### config.mk
export PLATFORM = sky130hd
export DESIGN_NAME = cc_lazy_eval
export DESIGN_NICKNAME = d
export VERILOG_FILES = /design/src/rtl/cc_eval_pkg.sv /design/src/rtl/cc_nz.sv /design/src/rtl/cc_sub_core.sv /design/src/rtl/cc_add_core.sv /design/src/rtl/cc_lazy_eval.sv
export SDC_FILE = /design/constraint.sdc
export NUM_CORES = 1
export LEC_CHECK = 0
export ABC_CLOCK_PERIOD_IN_PS = 1250
export BUFFER_PORTS_ARGS = -buffer_cell sky130_fd_sc_hd__buf_2
export CAP_MARGIN = 10
export CORE_MARGIN = 2
export CORE_UTILIZATION = 35
export DETAILED_ROUTE_END_ITERATION = 12
export HOLD_SLACK_MARGIN = 0.08
export PLACE_DENSITY = 0.61
export RECOVER_POWER = 100
export SYNTH_ARGS = -nofsm -noshare
export SYNTH_HDL_FRONTEND = slang
export SYNTH_SLANG_ARGS = --single-unit
### constraint.sdc
create_clock -name clk_i -period 1.25 [get_ports clk_i]
set_input_delay 0.0625 -clock clk_i [delete_from_list [all_inputs] [get_ports clk_i]]
set_output_delay 0.0625 -clock clk_i [all_outputs]
set_load 0.02 [all_outputs]
### src/rtl/cc_eval_pkg.sv
package cc_eval_pkg;
  typedef enum logic [3:0] {
    CC_RESOLVED = 4'd0,
    CC_LOGIC    = 4'd1,
    CC_ADD      = 4'd2,
    CC_SUB      = 4'd3,
    CC_CMP8     = 4'd4,
    CC_CMP16    = 4'd5,
    CC_ADDX     = 4'd6,
    CC_SUBX     = 4'd7,
    CC_SHIFT    = 4'd8
  } cc_op_e;

  localparam int FLAG_W = 5;
  localparam int FC = 0;
  localparam int FV = 1;
  localparam int FZ = 2;
  localparam int FN = 3;
  localparam int FX = 4;

  typedef struct packed {
    logic n;
    logic z;
    logic v;
    logic c;
  } nzvc_t;
endpackage

### src/rtl/cc_nz.sv
module cc_nz #(
  parameter int W = 32
) (
  input  logic [W-1:0] val_i,
  output logic         n_o,
  output logic         z_o
);
  assign z_o = (val_i == '0);
  assign n_o = val_i[W-1];
endmodule

### src/rtl/cc_sub_core.sv
module cc_sub_core
  import cc_eval_pkg::*;
#(
  parameter int W = 32
) (
  input  logic [W-1:0] res_i,
  input  logic [W-1:0] src_i,
  input  logic         ext_i,
  output nzvc_t        f_o
);
  logic [W-1:0] minuend;
  logic [W-1:0] ovf_vec;
  logic         n_w, z_w;

  // rebuild first operand from saved result and source
  assign minuend = res_i + src_i + {{(W-1){1'b0}}, ext_i};
  assign ovf_vec = (minuend ^ res_i) & (minuend ^ src_i);

  cc_nz #(.W(W)) u_nz (.val_i(res_i), .n_o(n_w), .z_o(z_w));

  always_comb begin
    f_o.n = n_w;
    f_o.z = z_w;
    f_o.v = ovf_vec[W-1];
    f_o.c = ext_i ? (minuend <= src_i) : (minuend < src_i);
  end
endmodule

### src/rtl/cc_add_core.sv
module cc_add_core
  import cc_eval_pkg::*;
#(
  parameter int W = 32
) (
  input  logic [W-1:0] res_i,
  input  logic [W-1:0] src_i,
  input  logic         ext_i,
  output nzvc_t        f_o
);
  logic [W-1:0] addend;
  logic [W-1:0] ovf_vec;
  logic         n_w, z_w;

  assign addend  = res_i - src_i - {{(W-1){1'b0}}, ext_i};
  assign ovf_vec = (src_i ^ res_i) & ~(addend ^ src_i);

  cc_nz #(.W(W)) u_nz (.val_i(res_i), .n_o(n_w), .z_o(z_w));

  always_comb begin
    f_o.n = n_w;
    f_o.z = z_w;
    f_o.v = ovf_vec[W-1];
    f_o.c = ext_i ? (res_i <= src_i) : (res_i < src_i);
  end
endmodule

### src/rtl/cc_lazy_eval.sv
module cc_lazy_eval
  import cc_eval_pkg::*;
#(
  parameter int DATA_W = 32
) (
  input  logic              clk_i,
  input  logic              rst_ni,
  input  logic              eval_i,
  input  logic [3:0]        op_i,
  input  logic [DATA_W-1:0] res_i,
  input  logic [DATA_W-1:0] src_i,
  input  logic [FLAG_W-1:0] prev_i,
  input  logic              chain_i,
  output logic [FLAG_W-1:0] flags_o,
  output logic              valid_o,
  output logic              err_o
);
  localparam int HALF_W = 16;
  localparam int BYTE_W = 8;
  localparam int N_SUB  = 3;
  localparam int SUB_W [N_SUB] = '{DATA_W, HALF_W, BYTE_W};

  nzvc_t sub_f [N_SUB];
  nzvc_t add_f;
  nzvc_t nz_f;
  nzvc_t sel_f;
  logic  op_known;
  logic  sticky_z;
  logic  n_res, z_res;

  logic [FLAG_W-1:0] flags_q;
  logic              valid_q, err_q;

  // index 0: full width (sub/subx), 1: word compare, 2: byte compare
  for (genvar g = 0; g < N_SUB; g++) begin : g_sub
    localparam int W = SUB_W[g];
    logic ext_w;
    if (g == 0) begin : g_ext
      assign ext_w = (op_i == CC_SUBX);
    end else begin : g_noext
      assign ext_w = 1'b0;
    end
    cc_sub_core #(.W(W)) u_sub (
      .res_i (res_i[W-1:0]),
      .src_i (src_i[W-1:0]),
      .ext_i (ext_w),
      .f_o   (sub_f[g])
    );
  end

  cc_add_core #(.W(DATA_W)) u_add (
    .res_i (res_i),
    .src_i (src_i),
    .ext_i (op_i == CC_ADDX),
    .f_o   (add_f)
  );

  cc_nz #(.W(DATA_W)) u_nz (.val_i(res_i), .n_o(n_res), .z_o(z_res));

  always_comb begin
    nz_f   = '{n: n_res, z: z_res, v: 1'b0, c: 1'b0};
    sel_f  = nz_f;
    op_known = 1'b1;
    sticky_z = 1'b0;
    unique case (op_i)
      CC_RESOLVED: sel_f = nzvc_t'(res_i[3:0]);
      CC_LOGIC:    sel_f = nz_f;
      CC_ADD, CC_ADDX: begin
        sel_f    = add_f;
        sticky_z = chain_i;
      end
      CC_SUB, CC_SUBX: begin
        sel_f    = sub_f[0];
        sticky_z = chain_i;
      end
      CC_CMP16:    sel_f = sub_f[1];
      CC_CMP8:     sel_f = sub_f[2];
      CC_SHIFT: begin
        sel_f   = nz_f;
        sel_f.c = (src_i != '0);
      end
      default:     op_known = 1'b0;
    endcase
    // zero can only be cleared inside an extended-precision chain
    if (sticky_z) sel_f.z = sel_f.z & prev_i[FZ];
  end

  always_ff @(posedge clk_i or negedge rst_ni) begin
    if (!rst_ni) begin
      flags_q <= '0;
      valid_q <= 1'b0;
      err_q   <= 1'b0;
    end else begin
      valid_q <= eval_i && op_known;
      err_q   <= eval_i && !op_known;
      if (eval_i && op_known) flags_q <= {prev_i[FX], sel_f};
    end
  end

  assign flags_o = flags_q;
  assign valid_o = valid_q;
  assign err_o   = err_q;


  idle_hold_chk: assert property (@(posedge clk_i) disable iff (!rst_ni)
    !eval_i |=> (!valid_o && !err_o && $stable(flags_o)));


  nz_excl_chk: assert property (@(posedge clk_i) disable iff (!rst_ni)
    (eval_i && op_i != 4'd0 && op_i <= 4'd8) |=> !(flags_o[FN] && flags_o[FZ]));


  logic_clr_chk: assert property (@(posedge clk_i) disable iff (!rst_ni)
    (eval_i && op_i == 4'd1) |=> (flags_o[1:0] == 2'b00));


  shift_cv_chk: assert property (@(posedge clk_i) disable iff (!rst_ni)
    (eval_i && op_i == 4'd8) |=> (!flags_o[FV] && flags_o[FC] == ($past(src_i) != '0)));


  sticky_z_chk: assert property (@(posedge clk_i) disable iff (!rst_ni)
    (eval_i && chain_i && !prev_i[FZ] &&
     (op_i == 4'd2 || op_i == 4'd3 || op_i == 4'd6 || op_i == 4'd7)) |=> !flags_o[FZ]);


  passthru_chk: assert property (@(posedge clk_i) disable iff (!rst_ni)
    (eval_i && op_i == 4'd0) |=> (flags_o[3:0] == $past(res_i[3:0])));


  bad_op_chk: assert property (@(posedge clk_i) disable iff (!rst_ni)
    (eval_i && op_i > 4'd8) |=> (err_o && !valid_o && $stable(flags_o)));


  x_keep_chk: assert property (@(posedge clk_i) disable iff (!rst_ni)
    (eval_i && op_i <= 4'd8) |=> (valid_o && !err_o && flags_o[FX] == $past(prev_i[FX])));


  strobe_excl_chk: assert property (@(posedge clk_i) disable iff (!rst_ni)
    !(valid_o && err_o));
endmodule

==> metrics.yaml <==
power_and_ir_drop:
  internal_power_mw: 2.91
  p_sw_mw: 2.28
  swShare_pct: 43.9
  clkPwrFrac_pct: 10.6
  power_mw: 5.18
  leakage_nw: 4.78
  p_comb_share_pct: 84.3
  seqPwrFrac_pct: 5.1
  ir_drop_v: 0.000333
  power-per-cell-area_nw_per_um2: 580
sta:
  fmax_mhz: 239
  hold_slack_ns: 0.171
  setup_violations: 3
  rsz0062_at_grt: "yes"
  fin_tns_setup_ns: -5.00
  hold_viol_final: 0
  worst_pin_slew_ns: 0.661
  worst_slack_ns: -2.94
  fin_skew_ns: 0
  post-route-period-util_pct: 335
  drv_slew: 0
  slew_headroom_pct: 55.5
  min_period_ns: 4.19
logic_synthesis:
  synthFlopType: "dfrtp_1"
  yosysSeqAreaShare_pct: 3.09
  syn_avg_cell_area_um2: 7.42
  yosysTopAreaCell: "ha_1"
  synth_warnings: 0
  synth_most_common_cell: "ha_1"
  synth_cell_types: 64
  synth_seq_cells: 7
  synth_top_cell_area_share_pct: 37.0
  synthTopCellsByArea: "ha_1 (37%), inv_1 (8.6%), xnor2_1 (6.6%), a21oi_1 (5.6%), a21o_1 (4.6%)"
  synth_edf_count: 0
  synth_cells: 765
  synthTopCellsByCount: "ha_1 (168), inv_1 (130), a21oi_1 (64)"
  synth_area_um2: 5680
  synth_nets: 1013
  synthArstFlopShare_pct: 100
final_layout:
  fillers: 1515
  final_design_area_no_fill_um2: 8930
  final_net_count: 1383
  num_antenna_cells: 0
  syn2layout_area_growth_pct: 57.4
  layout-drive-gt1-share_pct: 38.1
global_routing:
  grt_use_total_pct: 23.4
  grt_overflow_total: 0
  antenna_found_initial: 0
  grt_pass1_vias: 7032
  grt_pass1_wl_mm: 33.4
  grt_max_degree: 13
routing:
  drt-vias-per-instance: 5.04
  drt_iter0_markers: 294
  wl_per_cell_um: 15.3
  vias: 6800
  first_pass_iters: 5
  final_antenna_net_count: 0
  drc: 0
  wirelength_mm: 20.6
cts:
  cts.clk_slew.worst_paths_ns: 0.04
  cts_max_level: 1
  numCtsBuffers: 3
  clockBufferDepth: 2
  clkSinkCount: 7
  cts_tree: "yes"
  clock_latency_ns: 0.23
  clock-root-buffer: "clkbuf_16"
placed_design:
  hpwl_mm: 17.7
  gp_congestion: 0.971
  numPortBuffers: 80
  placed_area_um2: 8390
worst_setup_path:
  critical_path_class: "in -> reg"
  cp-end-kind: "flop"
  required_ns: 1.36
  crit_fanout: 3
  slowest_stage: "fa_2"
  crit_chain: "buf_2, nand4_1, fa_2, fa_2, o21ba_4, or3_4, o211ai_4, a311oi_2, a211oi_2, o311ai_2, a311oi_2, or2_1, xnor2_1, ha_1, nand4_1, nor4_2, nor3_1, o21ai_1, a21o_1, nand3_1, a221o_1"
  critPathMaxStageDelay_ns: 0.42
  cp.arrival_ns: 4.30
  worst_setup_path_start_kind: "input port"
floorplanning:
  top_level_ports: 84
  fp.coreArea_um2: 15900
  die_area_um2: 17300
  die_x_um: 131
  num_rows: 46
  start_util_pct: 35.7
  die_h_um: 131
run_status:
  status: "finished with violations"
  violations: "negative setup slack"
hold_path:
  hp-class: "in -> reg"
job:
  drv_cap: 0
==> final timing paths <==
kind,startpoint,to,slack (ns),cells after the start
setup / recovery,op_i[0],flags_o[0]$_DFFE_PN0P_,-2.94,21
hold / removal,eval_i,err_o$_DFF_PN0_,0.17,3
setup reg to reg,flags_o[1]$_DFFE_PN0P_,flags_o[1]$_DFFE_PN0P_,-0.07,6
hold reg to reg,flags_o[3]$_DFFE_PN0P_,flags_o[3]$_DFFE_PN0P_,0.49,2
max in group asynchronous,rst_ni,flags_o[3]$_DFFE_PN0P_,0.67,2
min in group asynchronous,rst_ni,err_o$_DFF_PN0_,0.29,2
==> registers in the layout, indices dropped and copies added, names as in the netlist <==
signal / count
flags_o: 5
err_o: 1
valid_o: 1
==> stage by stage <==
| stage | setup WS [ns] | instances | utilization (%) |
|---|---|---|---|
| 2_1_floorplan | -2.87 | 765 | - |
| 3_3_place_gp | -3.16 | 1323 | 52.8 |
| 3_5_place_dp | -3.26 | 1323 | 52.8 |
| 4_1_cts | -2.90 | 1350 | 55.3 |
| 5_1_grt | -3.20 | 1350 | 56.2 |
| 6_report | -2.94 | 1350 | 56.2 |
==> placed cells by master (no fill, tap or decap), drive strengths merged, types with 3 or more instances in the layout <==
master / netlist / final
or3: 7 / 7
nor4: 22 / 22
nand2: 23 / 23
dfrtp: 7 / 7
nor2: 53 / 53
ha: 168 / 168
a31oi: 4 / 4
nand3: 10 / 10
a211oi: 6 / 6
nand2b: 4 / 4
o21a: 8 / 8
o21bai: 13 / 13
clkbuf: 6 / 14
a21oi: 66 / 66
a21o: 35 / 35
nor3: 15 / 15
fa: 3 / 3
or2: 4 / 4
o21ai: 28 / 28
a311oi: 3 / 3
nand4: 32 / 32
buf: 5 / 364
nor2b: 14 / 14
inv: 133 / 133
o31ai: 7 / 7
xnor2: 43 / 43
o211ai: 10 / 10
==> critical path: cells and delay by family <==
kind                       cells  cell delay [ns]
adders and majority gates      3             1.08
AOI/OAI and AO/OA              9             1.72
buffers and inverters          1             0.11
xor gates and xnor gates       1             0.07
and+or+nand+nor                7             1.25
==> metal layers <==
| layer | global-route usage, % | vias up | routed length, µm |
|---|---|---|---|
| li1 | - | 3431 | - |
| met1 | 28.9 | 3113 | 9080 |
| met2 | 42.2 | 195 | 9870 |
| met3 | 1.35 | 61 | 729 |
| met4 | 9.84 | 0 | 959 |
| met5 | 0 | - | 0 |
==> power groups by stage <==
| stage | Clock, mW | Sequential (mW) | Combinational [mW] |
|---|---|---|---|
| floorplan | 0 | 0.293 | 2.18 |
| global placement | 0 | 0.267 | 4.02 |
| detailed placement | 0 | 0.266 | 4.07 |
| CTS | 0.549 | 0.264 | 4.25 |
| global route | 0.559 | 0.267 | 4.83 |
| finish | 0.547 | 0.266 | 4.37 |
==> what timing repair did <==
item | in CTS | in global routing
pin swaps | 29 | 30
resized for setup | 35 | 41
setup endpoints to repair | 3 | 7
buffers inserted | 38 | 8
hold endpoints to repair | 8 | 0
hold buffers | 2 | 0
==> layout make-up <==
cell class / instances / area, µm² / area share, %
Clock buffer: 4 / 78.8 / 0.882
Inverter: 135 / 514 / 5.76
Multi-Input combinational cell: 612 / 5230 / 58.5
Sequential cell: 7 / 175 / 1.96
Tap cell: 216 / 270 / 3.02
Timing Repair Buffer: 376 / 2670 / 29.8
==> logic make-up after synthesis <==
family / after synthesis / synth area share [%]
AO/OA/AOI/OAI: 202 / 23.8
flip-flops: 7 / 3.09
adder cells (fa/ha/maj): 171 / 38.1
buffers and inverters: 146 / 9.90
XOR/XNOR: 46 / 7.34
AND/OR/NAND/NOR: 191 / 17.4
multiplexers: 2 / 0.375
No activity file was read; power rests on OpenSTA's default activity.
